### config.mk
export PLATFORM = sky130hd
export DESIGN_NAME = pit_timer
export DESIGN_NICKNAME = d
export VERILOG_FILES = /design/src/rtl/pit_pkg.sv /design/src/rtl/pit_downcnt.sv /design/src/rtl/pit_ctrl.sv /design/src/rtl/pit_regfile.sv /design/src/rtl/pit_timer.sv
export SDC_FILE = /design/constraint.sdc
export NUM_CORES = 1
export LEC_CHECK = 0
export BUFFER_PORTS_ARGS = -buffer_cell sky130_fd_sc_hd__buf_2
export CORE_UTILIZATION = 31
export CTS_CLUSTER_SIZE = 40
export DETAILED_ROUTE_END_ITERATION = 8
export GPL_TIMING_DRIVEN = 0
export PLACE_DENSITY_LB_ADDON = 0.15
export SLEW_MARGIN = 20
export SYNTH_ARGS = -nofsm -noshare
export SYNTH_HDL_FRONTEND = slang
export SYNTH_SLANG_ARGS = --single-unit
### constraint.sdc
create_clock -name clk -period 6 [get_ports clk]
set_input_delay 1.2 -clock clk [delete_from_list [all_inputs] [get_ports clk]]
set_output_delay 1.2 -clock clk [all_outputs]
set_load 0.02 [all_outputs]
### src/rtl/pit_pkg.sv
package pit_pkg;
    localparam int ADDR_W = 8;

    localparam logic [ADDR_W-1:0] OFS_CTRL   = 8'h10;
    localparam logic [ADDR_W-1:0] OFS_RLD_LO = 8'h12;
    localparam logic [ADDR_W-1:0] OFS_RLD_HI = 8'h13;
    localparam logic [ADDR_W-1:0] OFS_CNT_LO = 8'h20;
    localparam logic [ADDR_W-1:0] OFS_CNT_HI = 8'h21;

    // control bit positions (decoded by software, kept fixed)
    localparam int B_WD_BUSY = 7;
    localparam int B_WD_EN   = 6;
    localparam int B_RUN     = 3;
    localparam int B_IRQ_EN  = 2;
    localparam int B_FLAG    = 1;
    localparam int B_CONT    = 0;

    typedef struct packed {
        logic wd_en;
        logic run;
        logic irq_en;
        logic flag;
        logic cont;
    } ctrl_t;

    typedef struct packed {
        logic wd_en;
        logic run;
        logic irq_en;
        logic flag_clr;
        logic cont;
    } ctrl_wr_t;
endpackage

### src/rtl/pit_downcnt.sv
module pit_downcnt #(
    parameter int CNT_W = 16
) (
    input  logic             clk,
    input  logic             rst_n,
    input  logic             tick,
    input  logic             run,
    input  logic             load,
    input  logic [CNT_W-1:0] reload,
    output logic             expire,
    output logic [CNT_W:0]   count
);
    localparam logic [CNT_W:0] FULL = {1'b1, {CNT_W{1'b0}}};
    localparam logic [CNT_W:0] ONE  = {{CNT_W{1'b0}}, 1'b1};

    typedef struct packed {
        logic [CNT_W:0] cnt;
    } cnt_st_t;

    cnt_st_t        st_d, st_q;
    logic [CNT_W:0] start_val;
    logic           step;

    always_comb begin
        st_d      = st_q;
        start_val = (reload == '0) ? FULL : {1'b0, reload};
        step      = tick && run && !load;
        expire    = step && (st_q.cnt == ONE);
        if (load) begin
            st_d.cnt = start_val;
        end else if (expire) begin
            st_d.cnt = start_val;
        end else if (step) begin
            st_d.cnt = st_q.cnt - ONE;
        end
    end

    always_ff @(posedge clk or negedge rst_n) begin
        if (!rst_n) begin
            st_q.cnt <= FULL;
        end else begin
            st_q <= st_d;
        end
    end

    assign count = st_q.cnt;
endmodule

### src/rtl/pit_ctrl.sv
module pit_ctrl
    import pit_pkg::*;
(
    input  logic     clk,
    input  logic     rst_n,
    input  logic     wr,
    input  ctrl_wr_t wr_fields,
    input  logic     expire,
    output ctrl_t    ctrl
);
    ctrl_t ctrl_d, ctrl_q;

    always_comb begin
        ctrl_d = ctrl_q;
        if (wr) begin
            ctrl_d.wd_en  = wr_fields.wd_en;
            ctrl_d.run    = wr_fields.run;
            ctrl_d.irq_en = wr_fields.irq_en;
            ctrl_d.cont   = wr_fields.cont;
            if (wr_fields.flag_clr) begin
                ctrl_d.flag = 1'b0;
            end
        end
        // expiry is applied last so that setting beats clearing
        if (expire) begin
            ctrl_d.flag = 1'b1;
            if (!ctrl_q.cont) begin
                ctrl_d.run = 1'b0;
            end
        end
    end

    always_ff @(posedge clk or negedge rst_n) begin
        if (!rst_n) begin
            ctrl_q <= '0;
        end else begin
            ctrl_q <= ctrl_d;
        end
    end

    assign ctrl = ctrl_q;
endmodule

### src/rtl/pit_regfile.sv
module pit_regfile
    import pit_pkg::*;
#(
    parameter int DATA_W = 8
) (
    input  logic                  clk,
    input  logic                  rst_n,
    input  logic                  we,
    input  logic [ADDR_W-1:0]     addr,
    input  logic [DATA_W-1:0]     wdata,
    input  ctrl_t                 ctrl,
    input  logic [2*DATA_W-1:0]   count,
    output logic [DATA_W-1:0]     rdata,
    output logic [2*DATA_W-1:0]   reload,
    output logic                  wr_ctrl,
    output logic                  wr_cnt
);
    typedef struct packed {
        logic [DATA_W-1:0] hi;
        logic [DATA_W-1:0] lo;
    } rld_t;

    rld_t              rld_d, rld_q;
    logic [DATA_W-1:0] ctrl_view;

    always_comb begin
        rld_d   = rld_q;
        wr_ctrl = we && (addr == OFS_CTRL);
        wr_cnt  = we && (addr == OFS_CNT_LO);
        if (we && (addr == OFS_RLD_LO)) begin
            rld_d.lo = wdata;
        end
        if (we && (addr == OFS_RLD_HI)) begin
            rld_d.hi = wdata;
        end
    end

    always_ff @(posedge clk or negedge rst_n) begin
        if (!rst_n) begin
            rld_q <= '0;
        end else begin
            rld_q <= rld_d;
        end
    end

    always_comb begin
        ctrl_view            = '0;
        ctrl_view[B_WD_BUSY] = 1'b0;
        ctrl_view[B_WD_EN]   = ctrl.wd_en;
        ctrl_view[B_RUN]     = ctrl.run;
        ctrl_view[B_IRQ_EN]  = ctrl.irq_en;
        ctrl_view[B_FLAG]    = ctrl.flag;
        ctrl_view[B_CONT]    = ctrl.cont;
    end

    always_comb begin
        case (addr)
            OFS_CTRL:   rdata = ctrl_view;
            OFS_RLD_LO: rdata = rld_q.lo;
            OFS_RLD_HI: rdata = rld_q.hi;
            OFS_CNT_LO: rdata = count[DATA_W-1:0];
            OFS_CNT_HI: rdata = count[2*DATA_W-1:DATA_W];
            default:    rdata = '0;
        endcase
    end

    assign reload = rld_q;
endmodule

### src/rtl/pit_timer.sv
module pit_timer
    import pit_pkg::*;
#(
    parameter int DATA_W = 8
) (
    input  logic              clk,
    input  logic              rst_n,
    input  logic              tick_en,
    input  logic              we,
    input  logic [ADDR_W-1:0] addr,
    input  logic [DATA_W-1:0] wdata,
    output logic [DATA_W-1:0] rdata,
    output logic              irq
);
    localparam int CNT_W = 2 * DATA_W;

    ctrl_t            ctrl_q;
    ctrl_wr_t         wr_fields;
    logic [CNT_W-1:0] reload_q;
    logic [CNT_W:0]   cnt_q;
    logic             wr_ctrl, wr_cnt, expire;

    always_comb begin
        wr_fields.wd_en    = wdata[B_WD_EN];
        wr_fields.run      = wdata[B_RUN];
        wr_fields.irq_en   = wdata[B_IRQ_EN];
        wr_fields.flag_clr = wdata[B_FLAG];
        wr_fields.cont     = wdata[B_CONT];
    end

    pit_regfile #(.DATA_W(DATA_W)) u_regs (
        .clk     (clk),
        .rst_n   (rst_n),
        .we      (we),
        .addr    (addr),
        .wdata   (wdata),
        .ctrl    (ctrl_q),
        .count   (cnt_q[CNT_W-1:0]),
        .rdata   (rdata),
        .reload  (reload_q),
        .wr_ctrl (wr_ctrl),
        .wr_cnt  (wr_cnt)
    );

    pit_ctrl u_ctrl (
        .clk       (clk),
        .rst_n     (rst_n),
        .wr        (wr_ctrl),
        .wr_fields (wr_fields),
        .expire    (expire),
        .ctrl      (ctrl_q)
    );

    pit_downcnt #(.CNT_W(CNT_W)) u_cnt (
        .clk    (clk),
        .rst_n  (rst_n),
        .tick   (tick_en),
        .run    (ctrl_q.run),
        .load   (wr_cnt),
        .reload (reload_q),
        .expire (expire),
        .count  (cnt_q)
    );

    assign irq = ctrl_q.flag & ctrl_q.irq_en;
endmodule

==> reports/summary.txt, run 1 <==
kind of end point of the critical path - primary output
GR Util met3 - 2.37%
Fin Setup TNS - 0 ns
clk slew on worst S/H paths - 0.08 ns
critical path's largest stage delay - 0.80 ns
Final Hold Viols - 0
fraction of power spent switching nets - 36.5%
Initial Utilization - 32.6%
Antenna Violating Nets Remaining - 0
vias in the first global route - 1976
Inserted Clock Buffers - 5
DR vias - 2039
PortBufs - 27
max-slew violations - 0
die width - 87.0 µm
CTS H-tree depth - 2
dpl cells - 354
outcome - finished, final reports clean
worst-skew pair later-pin latency - 0.29 ns
#FFs+latches synth - 38
worst r2r path cells - 5
slowest cell on the critical path - nor3b_1
YS warnings - 0
Net Count, Synth - 253
Die Y - 87.0 µm
total clock sinks - 38
drc violations - 0
Post-synth top flop - dfrtp_1
CTS Root Cell - clkbuf_8
# setup viols final - 0
post-synthesis area per instance - 9.69 µm²
CTS tree - done
met2 GRT Util - 30.6%
grt peak-use layer - met2
Worst VDD drop - 0.125 mV
Post-synth ARST share - 100%
CP required - 4.80 ns
pin count of the biggest net entering global routing - 39
Core Rows - 30
die area - 7560 µm²
Iter 0 DRT Violations - 212
hold crit path type - reg2reg
most frequent cells in the layout - dfrtp_1 (37), nand2_1 (30), buf_2 (29)
startpoint types - input pin
pwr/cell area - 284 nW/µm²
Nets - 287
Clk pwr share - 26.6%
Antenna diodes - 0
Area Overhead vs Synth - 15.8%
Finished Layout Cells - 362
Highest Clock Rate - 222 MHz
share of power burned in registers - 46.2%
crit-path max FO - 8
min cycle time layout - 4.50 ns
num ports - 29
met1 Track Usage GR - 27.5%
sw power - 0.000269 W
first-pass GRT wire length - 11000 µm
Placer Congestion - 0.867
most common cell after layout, fill and taps aside - dfrtp_1
Post-CTS Hold Buffers - 0
internal power - 0.000467 W
WL/cell - 18.4 µm
Comb pwr share - 27.3%
CP cell instances - buf_2 -> nor4_1 -> nand2_1 -> nor3b_1 -> a222oi_1 -> nand2_1 -> buf_2
leakage - 1.15 nW
unrepaired setup endpoints after global routing - false
TritonRoute pass-1 iters - 4
kind of critical path - in2out
post-CTS sizing - 0
Detailed Place HPWL - 4910 µm
share of cells above drive strength 1 - 25.2%
vias per std cell - 5.63
Syn Inst Count - 231
WP data arrival - 3.30 ns
GRT Resource Usage Total - 19.3%
Total Wirelength - 6660 µm
max cap viols - 0
Final period util - 75.0%
initial antenna violation count - 0
Final Skew - 0.00569 ns
hold path depth - 1
sequential area share after synthesis - 42.5%
count of different cell masters after synthesis - 54
total gr overflow - 0
Syn Std Cell Area - 2240 µm²
EDFF count, synth - 0
clock buffer depth - 2
core region area - 6870 µm²
setup repair bufs after CTS - 0
worst rel slew slack - 36.0%
Worst-Margin Slew - 0.957 ns
==> registers in the layout (all words and copies together) (netlist names) <==
| name | cells |
|---|---|
| u_ctrl.ctrl | 5 |
| u_cnt.count | 17 |
| u_regs.reload | 16 |
==> through the flow <==
step	instance area (µm²)	hold WS, ns	setup slack, ns	total power (W)	utilization (%)
floorplan	2240	0.480	2.13	0.000474	-
global placement	2490	0.496	1.50	0.000542	36.3
detailed placement	2490	0.513	1.49	0.000543	36.3
CTS	2590	0.531	1.50	0.000737	37.7
global route	2590	0.557	1.16	0.000783	37.7
finish	2590	0.533	1.50	0.000736	37.7
==> path summary, 6_finish.rpt <==
check | from | endpoint | slack (ns)
worst max-delay path | addr[3] | rdata[3] | 1.50
worst min-delay path | u_ctrl.ctrl[1]$_DFFE_PN0P_ | u_ctrl.ctrl[1]$_DFFE_PN0P_ | 0.53
worst max register to register | u_cnt.count[11]$_DFFE_PN0P_ | u_cnt.count[11]$_DFFE_PN0P_ | 3.43
worst min register to register | u_ctrl.ctrl[1]$_DFFE_PN0P_ | u_ctrl.ctrl[1]$_DFFE_PN0P_ | 0.53
max in group asynchronous | rst_n | u_cnt.count[11]$_DFFE_PN0P_ | 4.43
min in group asynchronous | rst_n | u_cnt.count[0]$_DFFE_PN0P_ | 1.02
==> critical path, delay by kind of cell <==
family | cells | cell delay, ns
compound gates | 1 | 0.22
simple gates | 4 | 1.61
buf+inv | 2 | 0.26
==> power by group through the flow <==
stage / Sequential, W / Clock, W / Combinational, W
2_1_floorplan: 0.000324 / 0 / 0.000150
5_1_grt: 0.000347 / 0.000212 / 0.000225
3_5_place_dp: 0.000344 / 0 / 0.000199
3_3_place_gp: 0.000344 / 0 / 0.000198
6_report: 0.000340 / 0.000196 / 0.000201
4_1_cts: 0.000339 / 0.000198 / 0.000199
==> layout make-up <==
type,instances,area (µm²)
clock inverter,2,16.3
sequential,38,952
timing repair buffer,27,135
clock buffer,6,82.6
inverter,2,7.51
tap,96,120
multi-input combinational,180,1220
fill,709,4280
buffer,11,62.6
==> logic make-up (layout without fill, tap and decap cells) <==
logic type	Yosys count	in the layout	synth area share, %
buffers and inverters	13	48	3.13
and+or+nand+nor	97	97	23.3
AOI/OAI and AO/OA	59	59	19.2
xor gates and xnor gates	2	2	0.783
adders and majority gates	2	2	1.12
DFF	38	38	42.5
muxes	20	20	10.0
==> metal layers <==
| layer | part of all wire [%] | wire [µm] | up-vias |
|---|---|---|---|
| li1 | - | - | 967 |
| met5 | 0 | 0 | - |
| met1 | 48 | 3190 | 1005 |
| met3 | 5.2 | 344 | 9 |
| met4 | 1.5 | 97 | 0 |
| met2 | 46 | 3040 | 58 |
==> cells in the mapped netlist, types with 3 or more instances <==
library cell,number,share of area [%]
nor3_1,8,1.8
dfrtp_1,37,41
a22oi_1,5,1.7
clkbuf_1,5,0.84
a21oi_1,8,1.8
nand4_1,3,0.84
nand2_1,30,5.0
mux2_2,19,9.6
and2_1,4,1.1
nor2_1,13,2.2
nor4_1,9,2.5
o21ai_0,12,2.7
a31oi_1,6,1.7
or3_1,3,0.84
a222oi_1,8,3.6
or4_1,4,1.3
o211ai_1,3,1.0
nand3_1,6,1.3
Power figures use the tool's default switching activity.
==> inputs of run 2 (changes only) <==
--- a/config.mk
+++ b/config.mk
@@ -5,6 +5,7 @@
 export SDC_FILE = /design/constraint.sdc
 export NUM_CORES = 1
 export LEC_CHECK = 0
+export ABC_AREA = 1
 export BUFFER_PORTS_ARGS = -buffer_cell sky130_fd_sc_hd__buf_2
 export CORE_UTILIZATION = 31
 export CTS_CLUSTER_SIZE = 40
==> constraint.sdc (replaced) <==
create_clock -name clk -period 4.7 [get_ports clk]
set_input_delay 0.94 -clock clk [delete_from_list [all_inputs] [get_ports clk]]
set_output_delay 0.94 -clock clk [all_outputs]
set_load 0.02 [all_outputs]
==> run 2 against run 1 <==
Compared with the run above:
- synthesized cell count is 60% higher
- non-clock buffer count shrank 6
- total power up 69%
- critical path type unchanged
- critical endpoint is now rdata[1]
- largest cell class unchanged
- largest power group unchanged
==> reports/summary.txt, run 2 <==
total power - 0.00124 W
hold crit path type - reg2reg
delay-heaviest family, CP - simple AND/OR/NAND/NOR gates
kind of critical path - in2out
share of Yosys cell area claimed by the top area cell type - 35.2%
worst-skew pair later-pin latency - 0.29 ns
Crit path depth - 9
Worst VDD drop - 0.170 mV
Highest Clock Rate - 304 MHz
Initial Utilization - 32.1%
initial antenna violation count - 0
CTS H-tree depth - 2
PortBufs - 28
worst r2r path cells - 11
drc violations - 0
CP required - 3.76 ns
die width - 94.2 µm
Final Skew - 0.00367 ns
WL/cell - 14.7 µm
vias per std cell - 4.80
main combinational cell family by area after synthesis - simple AND/OR/NAND/NOR gates
post-synthesis mux area share - 0%
Final Hold Viols - 0
outcome - finished, final reports clean
Inserted Clock Buffers - 5
share of cells above drive strength 1 - 22.2%
compound-cell area share of the yosys netlist - 14.6%
clk slew on worst S/H paths - 0.08 ns
TritonRoute pass-1 iters - 4
Die Y - 94.2 µm
first-pass GRT wire length - 12700 µm
#FFs+latches synth - 38
most common cell in the netlist - nand2_1
count of different cell masters after synthesis - 32
critical path's largest stage delay - 0.37 ns
Iter 0 DRT Violations - 201
main area contributors after synthesis - dfrtp_1 (35%), nand2_1 (14%), inv_1 (6.8%)
CTS tree - done
Post-CTS Hold Buffers - 0
setup repair bufs after CTS - 0
fin worst setup slack - 1.41 ns
Synth area leader - dfrtp_1
kind of end point of the critical path - primary output
max cap viols - 0
min cycle time layout - 3.29 ns
Post-synth top flop - dfrtp_1
Worst-Margin Slew - 0.929 ns
CTS Root Cell - clkbuf_8
crit-path max FO - 8
Synth Area in XOR/XNOR - 1.66%
Net Count, Synth - 391
CP cell instances - buf_2 -> inv_2 -> nand2_1 -> nor2_4 -> nand4_1 -> o22ai_1 -> inv_1 -> nand4_1 -> buf_2
Nets - 426
unrepaired setup endpoints after global routing - false
Total Wirelength - 7520 µm
worst rel slew slack - 38.1%
max reg flops - 17
most common cell after layout, fill and taps aside - nand2_1
Syn Std Cell Area - 2630 µm²
vias in the first global route - 2503
Antenna diodes - 0
max-slew violations - 0
leakage - 1.52 nW
EDFF count, synth - 0
num ports - 29
WHS - 0.480 ns
Area Overhead vs Synth - 15.7%
Post-synth ARST share - 100%
DR vias - 2446
Detailed Place HPWL - 5700 µm
pwr/cell area - 407 nW/µm²
Antenna Violating Nets Remaining - 0
post-CTS sizing - 0
Post-Synth Simple-Gate Area - 36.6%
WP data arrival - 2.35 ns
most frequent cells in the layout - nand2_1 (98), inv_1 (48), dfrtp_1 (37)
pre-CTS WS - 1.44 ns
clock buffer depth - 2
# setup viols final - 0
GRT Resource Usage Total - 18.9%
Syn Inst Count - 369
total clock sinks - 38
Synth Area in Adders - 0.950%
Post-synth top cells - nand2_1 (98), inv_1 (48), dfrtp_1 (37)
die area - 8870 µm²
Placer Congestion - 0.851
pin count of the biggest net entering global routing - 39
hold path depth - 2
startpoint types - input pin
core region area - 8220 µm²
post-synthesis area per instance - 7.14 µm²
sequential area share after synthesis - 36.2%
YS warnings - 0
Core Rows - 33
Final period util - 70.1%
Fin Setup TNS - 0 ns
total gr overflow - 0
slowest cell on the critical path - nand4_1
CP bufs+invs - 4
## run 2: area by class of cell
cell class                 count  area [µm²]
buffer                         4        45.0
clock buffer                   6        82.6
clock inverter                 2        60.1
fill                         880        5170
inverter                      58         218
multi-input combinational    269        1420
sequential                    38         952
tap                          105         131
timing repair buffer          28         140
## run 2: per-layer routing
metal | GRT usage (%) | part of all wire (%)
met2 | 32.5 | 49
met5 | 0 | 0
met3 | 3.07 | 2.9
met4 | 4.74 | 0.82
met1 | 24.5 | 47
## run 2: per-stage QoR
| stage | instances | utilization, % | cell area [µm²] |
|---|---|---|---|
| after detailed placement | 502 | 35.4 | 2910 |
| after global placement | 502 | 35.4 | 2910 |
| after CTS | 510 | 37.1 | 3050 |
| after global routing | 510 | 37.1 | 3050 |
| final | 510 | 37.1 | 3050 |
| after floorplan | 369 | - | 2630 |
## run 2: worst paths after layout
check	start	endpoint	slack [ns]
min	u_cnt.count[16]$_DFFE_PN1P_	u_cnt.count[16]$_DFFE_PN1P_	0.48
max reg2reg	u_cnt.count[1]$_DFFE_PN0P_	u_cnt.count[0]$_DFFE_PN0P_	2.99
min in group asynchronous	rst_n	u_cnt.count[0]$_DFFE_PN0P_	0.78
min reg2reg	u_cnt.count[16]$_DFFE_PN1P_	u_cnt.count[16]$_DFFE_PN1P_	0.48
max	addr[4]	rdata[1]	1.41
max in group asynchronous	rst_n	u_cnt.count[12]$_DFFE_PN0P_	3.34
## run 2: power breakdown
group / internal (W) / leakage, nW / total [W] / switching (W)
logic: 0.000157 / 0.941 / 0.000441 / 0.000284
clock network: 0.000227 / 0.0714 / 0.000355 / 0.000129
registers: 0.000380 / 0.505 / 0.000445 / 0.0000651
## run 2: worst min-delay path, delay by kind of cell, from the launching register on
kind / cells / cell delay [ns]
and+or+nand+nor: 2 / 0.11
DFF: 1 / 0.38
## run 2: logic make-up after synthesis
family,Yosys count
compound gates,61
flops,38
simple gates,201
fa+ha+maj,2
xor+xnor,5
buf+inv,62
==> inputs of run 3 (changes only) <==
--- a/config.mk
+++ b/config.mk
@@ -5,7 +5,7 @@
 export SDC_FILE = /design/constraint.sdc
 export NUM_CORES = 1
 export LEC_CHECK = 0
-export ABC_AREA = 1
+export ABC_AREA = 0
 export BUFFER_PORTS_ARGS = -buffer_cell sky130_fd_sc_hd__buf_2
 export CORE_UTILIZATION = 31
 export CTS_CLUSTER_SIZE = 40
==> constraint.sdc (replaced) <==
create_clock -name clk -period 2.7 [get_ports clk]
set_input_delay 0.54 -clock clk [delete_from_list [all_inputs] [get_ports clk]]
set_output_delay 0.54 -clock clk [all_outputs]
set_load 0.02 [all_outputs]
==> run 3 against run 2 <==
Compared with the run above:
- global-route usage increased by 0.52 points
- core utilization increased by 1.4 points
- clock skew increased by 0.00075 ns
- die area decreased by 15%
- clock power increased by 23%
- critical path depth decreased by 4
- total power increased by 33%
- flip-flop and latch count unchanged
- via count decreased by 15%
- sequential power increased by 70%
- non-clock buffer count increased by 7
- sequential share of layout area increased by 4.7 points
- largest cell class unchanged
- largest power group unchanged
==> reports/summary.txt, run 3 (same netlist as run 1, synthesis figures left out) <==
CP dominant cell by count - or4_4
Reg2Reg Launch Point - u_cnt.count[11]$_DFFE_PN0P_
WHS - 0.358 ns
CTS tree - done
worst-skew pair later-pin latency - 0.29 ns
TritonRoute pass-1 iters - 5
pre-CTS WS - -0.489 ns
Clk pwr share - 26.4%
first-pass GRT wire length - 11100 µm
FF+latch area - 952 µm²
metal1 wirelength - 3160 µm
CP bufs+invs - 0
leakage - 1.17 nW
clock buffer depth - 2
unrepaired setup endpoints after global routing - false
WL/cell - 18.7 µm
Critical path origin - u_cnt.count[11]$_DFFE_PN0P_
Crit path depth - 5
pin count of the biggest net entering global routing - 39
Highest Clock Rate - 394 MHz
Total Wirelength - 6770 µm
Core Rows - 30
max cap viols - 0
Inserted Clock Buffers - 5
Die Y - 87.0 µm
core region area - 6870 µm²
met2 routed WL - 3170 µm
Placer Congestion - 0.867
CTS H-tree depth - 2
crit-path max FO - 6
total gr overflow - 0
fin worst setup slack - 0.162 ns
R2R Setup Slk - 0.16 ns
critical path's largest stage delay - 0.56 ns
Worst VDD drop - 0.276 mV
filler instances - 697
DR vias - 2078
Final period util - 94.0%
FF-to-FF End - u_cnt.count[2]$_DFFE_PN0P_
internal power - 0.00104 W
final core occ - 38.5%
WP data arrival - 2.72 ns
Antenna diodes - 0
Antenna Violating Nets Remaining - 0
CTS Root Cell - clkbuf_8
Nets - 288
top routing layer in use - met4
worst r2r path cells - 5
initial antenna violation count - 0
CP required - 2.88 ns
max reg flops - 17
die width - 87.0 µm
Final Skew - 0.00442 ns
pwr/cell area - 621 nW/µm²
GRT Resource Usage Total - 19.5%
fraction of power spent switching nets - 36.8%
max-slew violations - 0
clk slew on worst S/H paths - 0.08 ns
Final Hold Viols - 0
Comb pwr share - 27.6%
# setup viols final - 0
Post-CTS Hold Buffers - 0
startpoint types - register
Area Overhead vs Synth - 18.3%
hold crit path type - in2async
vias in the first global route - 2004
end point of the critical path - u_cnt.count[2]$_DFFE_PN0P_
Initial Utilization - 32.6%
Iter 0 DRT Violations - 185
delay-heaviest family, CP - simple AND/OR/NAND/NOR gates
worst rel slew slack - 41.8%
most frequent cells in the layout - dfrtp_1 (37), nand2_1 (30), buf_2 (29)
share of cells above drive strength 1 - 27.3%
min cycle time layout - 2.54 ns
Worst-Margin Slew - 0.873 ns
outcome - finished, final reports clean
share of power burned in registers - 46.0%
Detailed Place HPWL - 4910 µm
die area - 7560 µm²
sw power - 0.000605 W
kind of critical path - reg2reg
area of the multi-input gates - 1260 µm²
CP cell instances - or4_4 -> or4_4 -> nor2_2 -> o21ai_0 -> a311o_1
most common cell after layout, fill and taps aside - dfrtp_1
routed wl met3 - 328 µm
PortBufs - 27
kind of end point of the critical path - register
num ports - 29
slowest cell on the critical path - or4_4
drc violations - 0
vias per std cell - 5.72
total clock sinks - 38
## run 3: cell count changes in the layout (fill, tap and decap cells not counted), moves of 6 or more
cell	before	now
nand2_1	98	30
mux2_2	0	19
inv_2	10	0
o21ai_2	8	1
nor2_4	7	0
nand3_1	32	6
a222oi_1	0	8
nand2_2	12	0
a31oi_1	0	6
nor2_1	31	13
o21ai_1	12	0
inv_1	48	2
o22ai_1	10	2
## run 3: stage by stage
stage / area, µm² / total power (W) / std cells / TNS, ns
after floorplan: 2240 / 0.00105 / 231 / 0
after global placement: 2490 / 0.00120 / 354 / -3.52
after detailed placement: 2490 / 0.00121 / 354 / -3.57
after CTS: 2620 / 0.00164 / 362 / 0
after global routing: 2650 / 0.00175 / 363 / 0
final: 2650 / 0.00165 / 363 / 0
## run 3: power groups by stage
stage / logic, W / clock network (W) / registers, W
final: 0.000454 / 0.000435 / 0.000757
after detailed placement: 0.000442 / 0 / 0.000764
after global placement: 0.000439 / 0 / 0.000766
after global routing: 0.000506 / 0.000471 / 0.000771
after floorplan: 0.000333 / 0 / 0.000721
after CTS: 0.000446 / 0.000440 / 0.000754
## run 3: worst min-delay path by stage
stage                               startpoint                          to  slack (ns)  cells past startpoint
global route                             rst_n  u_cnt.count[0]$_DFFE_PN0P_        0.44                      1
detailed placement  u_ctrl.ctrl[1]$_DFFE_PN0P_  u_ctrl.ctrl[1]$_DFFE_PN0P_        0.51                      1
global placement    u_ctrl.ctrl[1]$_DFFE_PN0P_  u_ctrl.ctrl[1]$_DFFE_PN0P_        0.50                      1
finish                                   rst_n  u_cnt.count[0]$_DFFE_PN0P_        0.36                      1
floorplan                                rst_n  u_cnt.count[0]$_DFFE_PN0P_        0.24                      0
CTS                                      rst_n  u_cnt.count[0]$_DFFE_PN0P_        0.41                      1
## run 3: area by class of cell
type | instances | share of cell area (%)
inverter | 2 | 0.284
tap | 96 | 4.54
buffer | 10 | 2.22
sequential | 38 | 36.0
timing repair buffer | 29 | 5.67
multi-input combinational | 180 | 47.6
clock inverter | 2 | 0.614
clock buffer | 6 | 3.12
## run 3: routing by layer
metal / up-vias / GRT usage (%)
li1: 973 / -
met1: 1024 / 27.7
met2: 70 / 30.9
met3: 11 / 2.37
met4: 0 / 5.61
met5: - / 0
## run 3: worst register-to-register path, cell delays in order, from the launching register on
cell     delay (ns)
dfrtp_1        0.44
or4_4          0.56
or4_4          0.55
nor2_2         0.37
o21ai_0        0.14
a311o_1        0.37
## run 3: what timing repair did
item | in CTS | in global routing
resized for setup | 5 | 2
gates cloned | 0 | 0
hold endpoints to repair | 0 | 0
buffers inserted | 0 | 2
pin swaps | 0 | 2
endpoints found under the setup margin | 8 | 11
